**config.mk**
```make
export PLATFORM = sky130hd
export DESIGN_NAME = char_ac_core
export DESIGN_NICKNAME = d
export VERILOG_FILES = /design/src/rtl/char_ac_pkg.sv /design/src/rtl/char_ac_strobe_sync.sv /design/src/rtl/char_ac_decode.sv /design/src/rtl/char_ac_counter.sv /design/src/rtl/char_ac_wport.sv /design/src/rtl/char_ac_core.sv
export SDC_FILE = /design/constraint.sdc
export NUM_CORES = 1
export LEC_CHECK = 0
export BUFFER_PORTS_ARGS = -buffer_cell sky130_fd_sc_hd__buf_2
export CORE_MARGIN = 2
export CORE_UTILIZATION = 28
export CTS_CLUSTER_SIZE = 28
export DETAILED_ROUTE_END_ITERATION = 8
export MAX_ROUTING_LAYER = met4
export SYNTH_ARGS = -nofsm -noshare
export SYNTH_HDL_FRONTEND = slang
export SYNTH_SLANG_ARGS = --single-unit
export TNS_END_PERCENT = 100
```
**constraint.sdc**
```tcl
create_clock -name clk -period 5.2 [get_ports clk]
set_input_delay 1.04 -clock clk [delete_from_list [all_inputs] [get_ports clk]]
set_output_delay 1.04 -clock clk [all_outputs]
set_load 0.05 [all_outputs]
```
**src/rtl/char_ac_pkg.sv**
```systemverilog
`timescale 1ns/1ps
package char_ac_pkg;

  localparam int DATA_W = 8;
  localparam int CG_AW  = 6;
  localparam int DD_AW  = 7;

  typedef enum logic [2:0] {
    OP_NONE,
    OP_SET_CG,
    OP_SET_DD,
    OP_ENTRY,
    OP_WRITE
  } ac_op_e;

  typedef struct packed {
    logic              rs;
    logic              rw;
    logic [DATA_W-1:0] data;
  } bus_req_t;

  // Glyph space: plain modulo-64 step.
  function automatic logic [CG_AW-1:0] cg_step(input logic [CG_AW-1:0] a,
                                               input logic up);
    return up ? a + 1'b1 : a - 1'b1;
  endfunction

  // Character space: two rows of lc cells, second row starting at l2.
  function automatic logic [DD_AW-1:0] dd_step(input logic [DD_AW-1:0] a,
                                               input logic up,
                                               input int lc,
                                               input int l2);
    logic [DD_AW-1:0] r1_last, r2_first, r2_last;
    r1_last  = DD_AW'(lc - 1);
    r2_first = DD_AW'(l2);
    r2_last  = DD_AW'(l2 + lc - 1);
    if (up) begin
      if (a == r1_last)      return r2_first;
      else if (a == r2_last) return '0;
      else                   return a + 1'b1;
    end else begin
      if (a == r2_first)     return r1_last;
      else if (a == '0)      return r2_last;
      else                   return a - 1'b1;
    end
  endfunction

endpackage

```
**src/rtl/char_ac_strobe_sync.sv**
```systemverilog
`timescale 1ns/1ps
module char_ac_strobe_sync #(
  parameter int STAGES = 2
) (
  input  logic clk,
  input  logic rst_n,
  input  logic en_async,
  output logic fall_pulse
);

  logic [STAGES-1:0] sync_q;
  logic              last_q;

  always_ff @(posedge clk or negedge rst_n) begin
    if (!rst_n) sync_q[0] <= 1'b0;
    else        sync_q[0] <= en_async;
  end

  for (genvar g = 1; g < STAGES; g++) begin : g_stage
    always_ff @(posedge clk or negedge rst_n) begin
      if (!rst_n) sync_q[g] <= 1'b0;
      else        sync_q[g] <= sync_q[g-1];
    end
  end

  always_ff @(posedge clk or negedge rst_n) begin
    if (!rst_n) last_q <= 1'b0;
    else        last_q <= sync_q[STAGES-1];
  end

  assign fall_pulse = last_q & ~sync_q[STAGES-1];

endmodule

```
**src/rtl/char_ac_decode.sv**
```systemverilog
`timescale 1ns/1ps
module char_ac_decode
  import char_ac_pkg::*;
(
  input  logic              clk,
  input  logic              rst_n,
  input  logic              take,
  input  bus_req_t          req,
  output ac_op_e            op,
  output logic [DD_AW-1:0]  load_val,
  output logic              dir_up,
  output logic [DATA_W-1:0] wdata
);

  bus_req_t req_q;
  logic     vld_q;

  always_ff @(posedge clk or negedge rst_n) begin
    if (!rst_n) begin
      req_q <= '0;
      vld_q <= 1'b0;
    end else begin
      vld_q <= take;
      if (take) req_q <= req;
    end
  end

  always_comb begin
    op = OP_NONE;
    if (vld_q && !req_q.rw) begin
      if (req_q.rs)                                  op = OP_WRITE;
      else if (req_q.data[7])                        op = OP_SET_DD;
      else if (req_q.data[6])                        op = OP_SET_CG;
      else if (req_q.data[DATA_W-1:2] == 6'b000001)  op = OP_ENTRY;
    end
  end

  always_comb begin
    if (req_q.data[7]) load_val = req_q.data[DD_AW-1:0];
    else               load_val = DD_AW'(req_q.data[CG_AW-1:0]);
  end

  assign dir_up = req_q.data[1];
  assign wdata  = req_q.data;

endmodule

```
**src/rtl/char_ac_counter.sv**
```systemverilog
`timescale 1ns/1ps
module char_ac_counter
  import char_ac_pkg::*;
#(
  parameter int LINE_CHARS = 40,
  parameter int LINE2_BASE = 64
) (
  input  logic             clk,
  input  logic             rst_n,
  input  ac_op_e           op,
  input  logic [DD_AW-1:0] load_val,
  input  logic             dir_up,
  output logic [DD_AW-1:0] ac,
  output logic             tgt_cg,
  output logic             inc
);

  logic [DD_AW-1:0] ac_step;

  always_comb begin
    if (tgt_cg) ac_step = DD_AW'(cg_step(ac[CG_AW-1:0], inc));
    else        ac_step = dd_step(ac, inc, LINE_CHARS, LINE2_BASE);
  end

  always_ff @(posedge clk or negedge rst_n) begin
    if (!rst_n) begin
      ac     <= '0;
      tgt_cg <= 1'b0;
      inc    <= 1'b1;
    end else begin
      unique case (op)
        OP_SET_CG: begin ac <= load_val; tgt_cg <= 1'b1; end
        OP_SET_DD: begin ac <= load_val; tgt_cg <= 1'b0; end
        OP_ENTRY:  inc <= dir_up;
        OP_WRITE:  ac  <= ac_step;
        default:   ;
      endcase
    end
  end

endmodule

```
**src/rtl/char_ac_wport.sv**
```systemverilog
`timescale 1ns/1ps
module char_ac_wport
  import char_ac_pkg::*;
(
  input  logic              clk,
  input  logic              rst_n,
  input  logic              wr_go,
  input  logic              tgt_cg,
  input  logic [DD_AW-1:0]  ac,
  input  logic [DATA_W-1:0] wdata,
  output logic              cg_we,
  output logic [CG_AW-1:0]  cg_addr,
  output logic [DATA_W-1:0] cg_wdata,
  output logic              dd_we,
  output logic [DD_AW-1:0]  dd_addr,
  output logic [DATA_W-1:0] dd_wdata
);

  logic cg_go, dd_go;
  assign cg_go = wr_go &  tgt_cg;
  assign dd_go = wr_go & ~tgt_cg;

  always_ff @(posedge clk or negedge rst_n) begin
    if (!rst_n) begin
      cg_we    <= 1'b0;
      cg_addr  <= '0;
      cg_wdata <= '0;
    end else begin
      cg_we <= cg_go;
      if (cg_go) begin
        cg_addr  <= ac[CG_AW-1:0];
        cg_wdata <= wdata;
      end
    end
  end

  always_ff @(posedge clk or negedge rst_n) begin
    if (!rst_n) begin
      dd_we    <= 1'b0;
      dd_addr  <= '0;
      dd_wdata <= '0;
    end else begin
      dd_we <= dd_go;
      if (dd_go) begin
        dd_addr  <= ac;
        dd_wdata <= wdata;
      end
    end
  end

endmodule

```
**src/rtl/char_ac_core.sv**
```systemverilog
`timescale 1ns/1ps
module char_ac_core
  import char_ac_pkg::*;
#(
  parameter int LINE_CHARS  = 40,
  parameter int LINE2_BASE  = 64,
  parameter int SYNC_STAGES = 2
) (
  input  logic              clk,
  input  logic              rst_n,
  input  logic              host_en,
  input  logic              host_rs,
  input  logic              host_rw,
  input  logic [DATA_W-1:0] host_din,
  output logic [DATA_W-1:0] host_dout,
  output logic              cg_we,
  output logic [CG_AW-1:0]  cg_addr,
  output logic [DATA_W-1:0] cg_wdata,
  output logic              dd_we,
  output logic [DD_AW-1:0]  dd_addr,
  output logic [DATA_W-1:0] dd_wdata
);

  // Named internal events, visible to the bound checker.
  logic              take_evt;
  logic              wr_evt;
  ac_op_e            op;
  logic [DD_AW-1:0]  load_val;
  logic              dir_up;
  logic [DATA_W-1:0] wdata;
  logic [DD_AW-1:0]  ac_q;
  logic              tgt_cg;
  logic              inc;
  bus_req_t          req;

  assign req = '{rs: host_rs, rw: host_rw, data: host_din};

  char_ac_strobe_sync #(.STAGES(SYNC_STAGES)) u_sync (
    .clk        (clk),
    .rst_n      (rst_n),
    .en_async   (host_en),
    .fall_pulse (take_evt)
  );

  char_ac_decode u_dec (
    .clk      (clk),
    .rst_n    (rst_n),
    .take     (take_evt),
    .req      (req),
    .op       (op),
    .load_val (load_val),
    .dir_up   (dir_up),
    .wdata    (wdata)
  );

  char_ac_counter #(.LINE_CHARS(LINE_CHARS), .LINE2_BASE(LINE2_BASE)) u_ctr (
    .clk      (clk),
    .rst_n    (rst_n),
    .op       (op),
    .load_val (load_val),
    .dir_up   (dir_up),
    .ac       (ac_q),
    .tgt_cg   (tgt_cg),
    .inc      (inc)
  );

  assign wr_evt = (op == OP_WRITE);

  char_ac_wport u_wp (
    .clk      (clk),
    .rst_n    (rst_n),
    .wr_go    (wr_evt),
    .tgt_cg   (tgt_cg),
    .ac       (ac_q),
    .wdata    (wdata),
    .cg_we    (cg_we),
    .cg_addr  (cg_addr),
    .cg_wdata (cg_wdata),
    .dd_we    (dd_we),
    .dd_addr  (dd_addr),
    .dd_wdata (dd_wdata)
  );

  // Busy bit is never set: the core completes every transfer in fixed cycles.
  assign host_dout = {1'b0, ac_q};

endmodule

```
==> results by group, run 1 <==
Floorplanning
  – CORE AREA: 9200 um^2
  – Row cnt: 35
  – Starting Density: 0.287
  – IO Count: 52
  – Die Ht: 101 um
  – Die area: 10200 um^2
  – DIE WIDTH: 101 um

Place
  – Gpl congestion: 0.885
  – Dpl hpwl: 4110 um
  – IO buf count: 50

Clock network
  – CTS resizes: 0
  – Clk buf depth: 2
  – Total CTS buffers: 5
  – # clock sinks: 54
  – H-tree levels: 2
  – Clock Tree Root: clkbuf_8
  – Clock latency on the worst-skew pair: 320 ps
  – Clock slew seen by the registers of the worst setup and hold paths: 110 ps
  – CTS tree: done
  – Setup Buffers After CTS: 0
  – Hold_buf cts: 0

Pwr
  – Lkg Pwr: 1.42 nW
  – Power Density: 678 nW/um^2
  – Peak VDD IR: 0.250 mV

Routing
  – DRC viols: 0
  – Wirelength per Cell: 15.5 um
  – 1st-iter DRT viols: 110
  – Via density: 4.95
  – DRT antenna net count: 0
  – Post-Route WL: 6110 um
  – DRT Pass-1 Iters: 5
  – Via count: 1947

Timing
  – Finish-stage setup viols: 0
  – Setup Skew: 6.36 ps
  – Max Clk Rate: 397 MHz
  – Final hold violations: 0
  – Worst-Margin Slew: 1020 ps
  – Period utilisation layout: 0.485
  – Max-slew violation count: 0
  – RSZ-0062 raised after global routing: no
  – Slew HR: 0.320
  – Period minus WS final: 2520 ps
  – Setup TNS: 0 ps

Setup path
  – FF-to-FF path depth: 7
  – Reg2reg end: u_ctr.ac[5]$_DFFE_PN0P_
  – CP max-delay cell: dfrtp_1
  – R2R Setup Slk: 2930 ps
  – Cell count along the critical path: 1
  – Worst Path Arrival: 1480 ps
  – RR Startpoint: u_ctr.inc$_DFFE_PN1N_
  – Critical Path End Type: primary output
  – Top cell family by delay on the critical path: flip-flops
  – CP Capture Point: host_dout[3]
  – Worst EP required: 4160 ps
  – CP startpoint: u_ctr.ac[3]$_DFFE_PN0P_
  – Critical Path Fanout Max: 18
  – Critical-path cell list: buf_2
  – Kind of critical path: flip-flop to primary output
  – Slowest stage delay, CP: 780 ps
  – CP Launch Type: flip-flop
  – Bufs and invs on worst path: 1

Cells and area
  – Post-layout util: 0.331
  – Share of layout cells above drive strength 1: 0.337
  – Final nets: 301
  – Antenna Cells: 0
  – Syn-to-layout area delta: 15.2%
  – Filler instances: 976

Synthesis
  – Library cells used by synthesis: 50
  – YS warnings: 0
  – Syn_nets: 259
  – Synth Flop Type: dfrtp_1
  – Post-Synthesis Cells: 239
  – Post-synth ARST share: 1.00
  – Seq cells post-synth: 54
  – Sequential area share after synthesis: 0.512
  – Ranking of synthesized cells by area: dfrtp_1 (50%), mux2_2 (11%), nand2_1 (6.4%)
  – Number of synthesized flops with an enable pin: 0
  – List of most frequent post-synthesis cells: dfrtp_1 (53), nand2_1 (45), mux2_2 (26), o21ai_0 (14), a21oi_1 (10)
  – Synthesized area: 2640 um^2
  – Most numerous cell in the Yosys netlist: dfrtp_1
  – Mapped Avg Cell Area: 11.1 um^2
  – Cell taking the most area after synthesis: dfrtp_1
  – Share of the synthesized area in the top cell type: 0.502

GRT
  – Vias in the first global route: 1917
  – Largest net degree at the start of global routing: 55
  – First-pass GRT wire length: 9940 um
  – Gr usage total: 0.129
  – Antenna violations before repair: 0
  – Remaining global-route overflow: 0

Status
  – Status: finished, final reports clean

Run
  – Max-cap violations: 0

Worst hold path
  – Worst hold path type: flip-flop to flip-flop
-- cell type report --
type | count | area (um^2) | area share
clock buffers | 5 | 68.8 | 0.0226
clock inverters | 3 | 48.8 | 0.0160
inverters | 7 | 26.3 | 0.00863
multi-input cells | 162 | 1150 | 0.378
flip-flops and latches | 54 | 1350 | 0.444
well taps | 111 | 139 | 0.0456
repair buffers | 51 | 258 | 0.0847
-- state kept, by name, indices dropped and copies added, names as in the netlist, 2 cells and up --
name	flops
u_wp.cg_addr	6
u_wp.dd_wdata	8
u_dec.req_q	2
u_wp.cg_wdata	8
u_ctr.ac	7
u_dec.wdata	8
u_wp.dd_addr	7
u_sync.sync_q	2
-- through the flow --
stage                     power [mW]  instance area [um^2]  instances  hold slack (ps)  worst slack (ps)
after global placement          1.77                  2930        385              332              2990
after floorplan                 1.55                  2640        239              331              3070
after global routing            2.20                  3040        393              385              2620
final                           2.06                  3040        393              358              2680
after CTS                       2.09                  3040        393              362              2680
after detailed placement        1.78                  2930        385              337              2950
-- cells in the final DEF, fill, tap and decap left out, types with 3 or more instances in the layout --
master,n
a21oi_1,10
buf_2,50
clkbuf_8,5
dfrtp_1,53
ha_1,6
inv_1,6
mux2_2,26
nand2_1,45
nand3_1,3
nor2_1,6
nor2b_1,3
nor3_1,3
o21ai_0,14
xnor2_1,7
-- power breakdown --
group | internal [mW] | switching (mW)
combinational | 0.312 | 0.710
clock | 0.147 | 0.151
sequential | 0.560 | 0.183
-- routing by layer --
| metal | track usage | vias up | routed length (um) |
|---|---|---|---|
| met5 | - | - | 0 |
| met4 | 0.0447 | 0 | 72 |
| met3 | 0.0235 | 9 | 314 |
| met2 | 0.198 | 68 | 2850 |
| met1 | 0.172 | 951 | 2870 |
| li1 | - | 919 | - |
-- logic make-up (layout without fill, tap and decap cells) --
group / after synthesis / count (layout) / synth area share
AO/OA/AOI/OAI: 48 / 48 / 0.127
adder cells (fa/ha/maj): 7 / 7 / 0.0360
XOR/XNOR: 8 / 8 / 0.0265
multiplexers: 26 / 26 / 0.111
other: 1 / 1 / 0.00142
flip-flops: 54 / 54 / 0.512
buffers and inverters: 23 / 66 / 0.0530
AND/OR/NAND/NOR: 72 / 72 / 0.134
-- worst min path at each step --
stage	from	end	slack, ps	cells past startpoint
after floorplan	u_sync.sync_q[0]$_DFF_PN0_	u_sync.sync_q[1]$_DFF_PN0_	330	0
after global placement	u_sync.sync_q[0]$_DFF_PN0_	u_sync.sync_q[1]$_DFF_PN0_	330	0
after detailed placement	u_sync.sync_q[0]$_DFF_PN0_	u_sync.sync_q[1]$_DFF_PN0_	340	0
after CTS	u_sync.sync_q[0]$_DFF_PN0_	u_sync.sync_q[1]$_DFF_PN0_	360	0
after global routing	u_sync.sync_q[0]$_DFF_PN0_	u_sync.sync_q[1]$_DFF_PN0_	390	0
final	u_sync.sync_q[0]$_DFF_PN0_	u_sync.sync_q[1]$_DFF_PN0_	360	0
(Power assumes the default switching activity.)
==> run 2: changes to the inputs <==
==> constraint.sdc (replaced) <==
create_clock -name clk -period 2.55 [get_ports clk]
set_input_delay 0.51 -clock clk [delete_from_list [all_inputs] [get_ports clk]]
set_output_delay 0.51 -clock clk [all_outputs]
set_load 0.05 [all_outputs]
==> results by group, run 2 (synthesis gave the netlist of run 1 again) <==
Setup path
  – Slowest stage delay, CP: 660 ps (-120 ps)
  – CP Launch Type: flip-flop
  – CP max-delay cell: dfstp_2
  – Worst Path Arrival: 2470 ps (+990 ps)
  – Critical Path End Type: flip-flop
  – Kind of critical path: flip-flop to flip-flop
  – Critical Path Fanout Max: 12 (-6)
  – Worst EP required: 2740 ps (-1420 ps)
  – Critical-path cell list: inv_1 > ha_1 > a211oi_1 > o21bai_1 > a2111o_1 > o21ai_2 > o41ai_2

Timing
  – Finish-stage setup viols: 0 (unchanged)
  – Setup Skew: 9.47 ps (+3.11 ps)
  – Period minus WS final: 2280 ps
  – Slew HR: 0.529 (+0.209)
  – Setup TNS: 0 ps (unchanged)
  – Worst-Margin Slew: 705 ps (-313 ps)
  – RSZ-0062 raised after global routing: no
  – Max-slew violation count: 0 (unchanged)
  – Max Clk Rate: 439 MHz
  – Final hold violations: 0 (unchanged)
  – Period utilisation layout: 0.894

Clock network
  – Setup Buffers After CTS: 0 (unchanged)
  – CTS resizes: 0 (unchanged)
  – Clock slew seen by the registers of the worst setup and hold paths: 110 ps (about the same)
  – Clock Tree Root: clkbuf_8
  – # clock sinks: 54 (unchanged)
  – CTS tree: done
  – Hold_buf cts: 0 (unchanged)
  – Clock latency on the worst-skew pair: 320 ps (about the same)
  – H-tree levels: 2 (unchanged)
  – Total CTS buffers: 5 (unchanged)
  – Clk buf depth: 2 (unchanged)

Floorplanning
  – CORE AREA: 9200 um^2 (unchanged)
  – Die Ht: 101 um (unchanged)
  – Row cnt: 35 (unchanged)
  – IO Count: 52 (unchanged)
  – DIE WIDTH: 101 um (unchanged)
  – Die area: 10200 um^2 (unchanged)
  – Starting Density: 0.287 (unchanged)

Pwr
  – Peak VDD IR: 0.532 mV (+110%)
  – Power Density: 1360 nW/um^2 (+100%)
  – Overall power: 4.18 mW (+100%)
  – Lkg Pwr: 1.45 nW (+1.5%)

Cells and area
  – Multi-input logic area: 1150 um^2 (unchanged)
  – Syn-to-layout area delta: 16.3%
  – Most common cell after layout, fill and taps aside: dfrtp_1
  – Share of layout cells above drive strength 1: 0.348 (+0.0116)
  – Commonest non-fill, non-tap cells in the layout: dfrtp_1 (53), buf_2 (50), nand2_1 (45)
  – Filler instances: 942 (-3.5%)
  – Final nets: 306 (+1.7%)
  – FF+latch area: 1350 um^2 (unchanged)
  – Antenna Cells: 0 (unchanged)

Routing
  – DRC viols: 0 (unchanged)
  – Via density: 4.82 (-2.7%)
  – Wirelength per Cell: 15.8 um (+1.9%)
  – DRT antenna net count: 0 (unchanged)
  – DRT Pass-1 Iters: 6 (+1)
  – Via count: 1918 (-1.5%)
  – 1st-iter DRT viols: 110 (unchanged)
  – Post-Route WL: 6300 um (+3.2%)

Worst hold path
  – Worst hold path type: primary input to asynchronous set/reset pin

Place
  – Gpl congestion: 0.805 (-9.0%)
  – Dpl hpwl: 4370 um (+6.3%)
  – IO buf count: 50 (unchanged)

GRT
  – Antenna violations before repair: 0 (unchanged)
  – Vias in the first global route: 2060 (+7.5%)
  – Gr usage total: 0.136 (+0.00697)
  – First-pass GRT wire length: 10500 um (+5.2%)
  – Remaining global-route overflow: 0 (unchanged)
  – Largest net degree at the start of global routing: 55 (unchanged)

Status
  – Status: finished, final reports clean

Run
  – Max-cap violations: 0 (unchanged)
## run 2: cell count changes in the layout (fill, tap and decap cells not counted), sizes merged
cell	delta
buf	+5
bufinv	-1
clkbuf	+1
## run 2: final timing paths
kind	start	to	slack, ps	depth (start not counted)
worst max-delay path	u_ctr.inc$_DFFE_PN1N_	u_ctr.ac[5]$_DFFE_PN0P_	270	7
max in group asynchronous	rst_n	u_ctr.inc$_DFFE_PN1N_	2090	2
worst min-delay path	rst_n	u_wp.dd_wdata[2]$_DFFE_PN0P_	170	2
min in group clk	host_en	u_sync.sync_q[0]$_DFF_PN0_	280	1
worst min register to register	u_sync.sync_q[0]$_DFF_PN0_	u_sync.sync_q[1]$_DFF_PN0_	360	0
worst max register to register	u_ctr.inc$_DFFE_PN1N_	u_ctr.ac[5]$_DFFE_PN0P_	270	7
## run 2: cell type report
type                    count  area share
multi-input cells         162       0.374
inverters                   7     0.00855
clock buffers               6      0.0269
repair buffers             56       0.100
clock inverters             2     0.00529
well taps                 111      0.0452
flip-flops and latches     54       0.440
## run 2: power by group
group          switching [mW]  total (mW)  internal (mW)
Combinational            1.52        2.18          0.666
Sequential              0.318        1.46           1.14
Clock                   0.307       0.531          0.224
Total                    2.14        4.18           2.03
## run 2: per-stage QoR
| stage | setup slack (ps) | hold WS [ps] | util | instances | instance area [um^2] |
|---|---|---|---|---|---|
| 6_report | 270 | 175 | 0.334 | 398 | 3070 |
| 2_1_floorplan | 420 | 214 | - | 239 | 2640 |
| 3_5_place_dp | 309 | 346 | 0.324 | 390 | 2980 |
| 4_1_cts | 283 | 183 | 0.334 | 398 | 3070 |
| 3_3_place_gp | 370 | 332 | 0.324 | 390 | 2980 |
| 5_1_grt | 145 | 190 | 0.334 | 398 | 3070 |
## run 2: critical path: cells and delay by family (launching register included)
kind                       cells  cell delay (ps)
AOI/OAI and AO/OA              5              970
adders and majority gates      1              330
buffers and inverters          1              190
DFF                            1              660
## run 2: layer usage
metal,vias up,global-route usage,part of all wire,routed length (um)
li1,927,-,-,-
met1,924,0.166,0.46,2910
met2,60,0.223,0.47,2990
met3,7,0.0380,0.055,345
met4,0,0.0322,0.010,64
met5,-,-,0,0
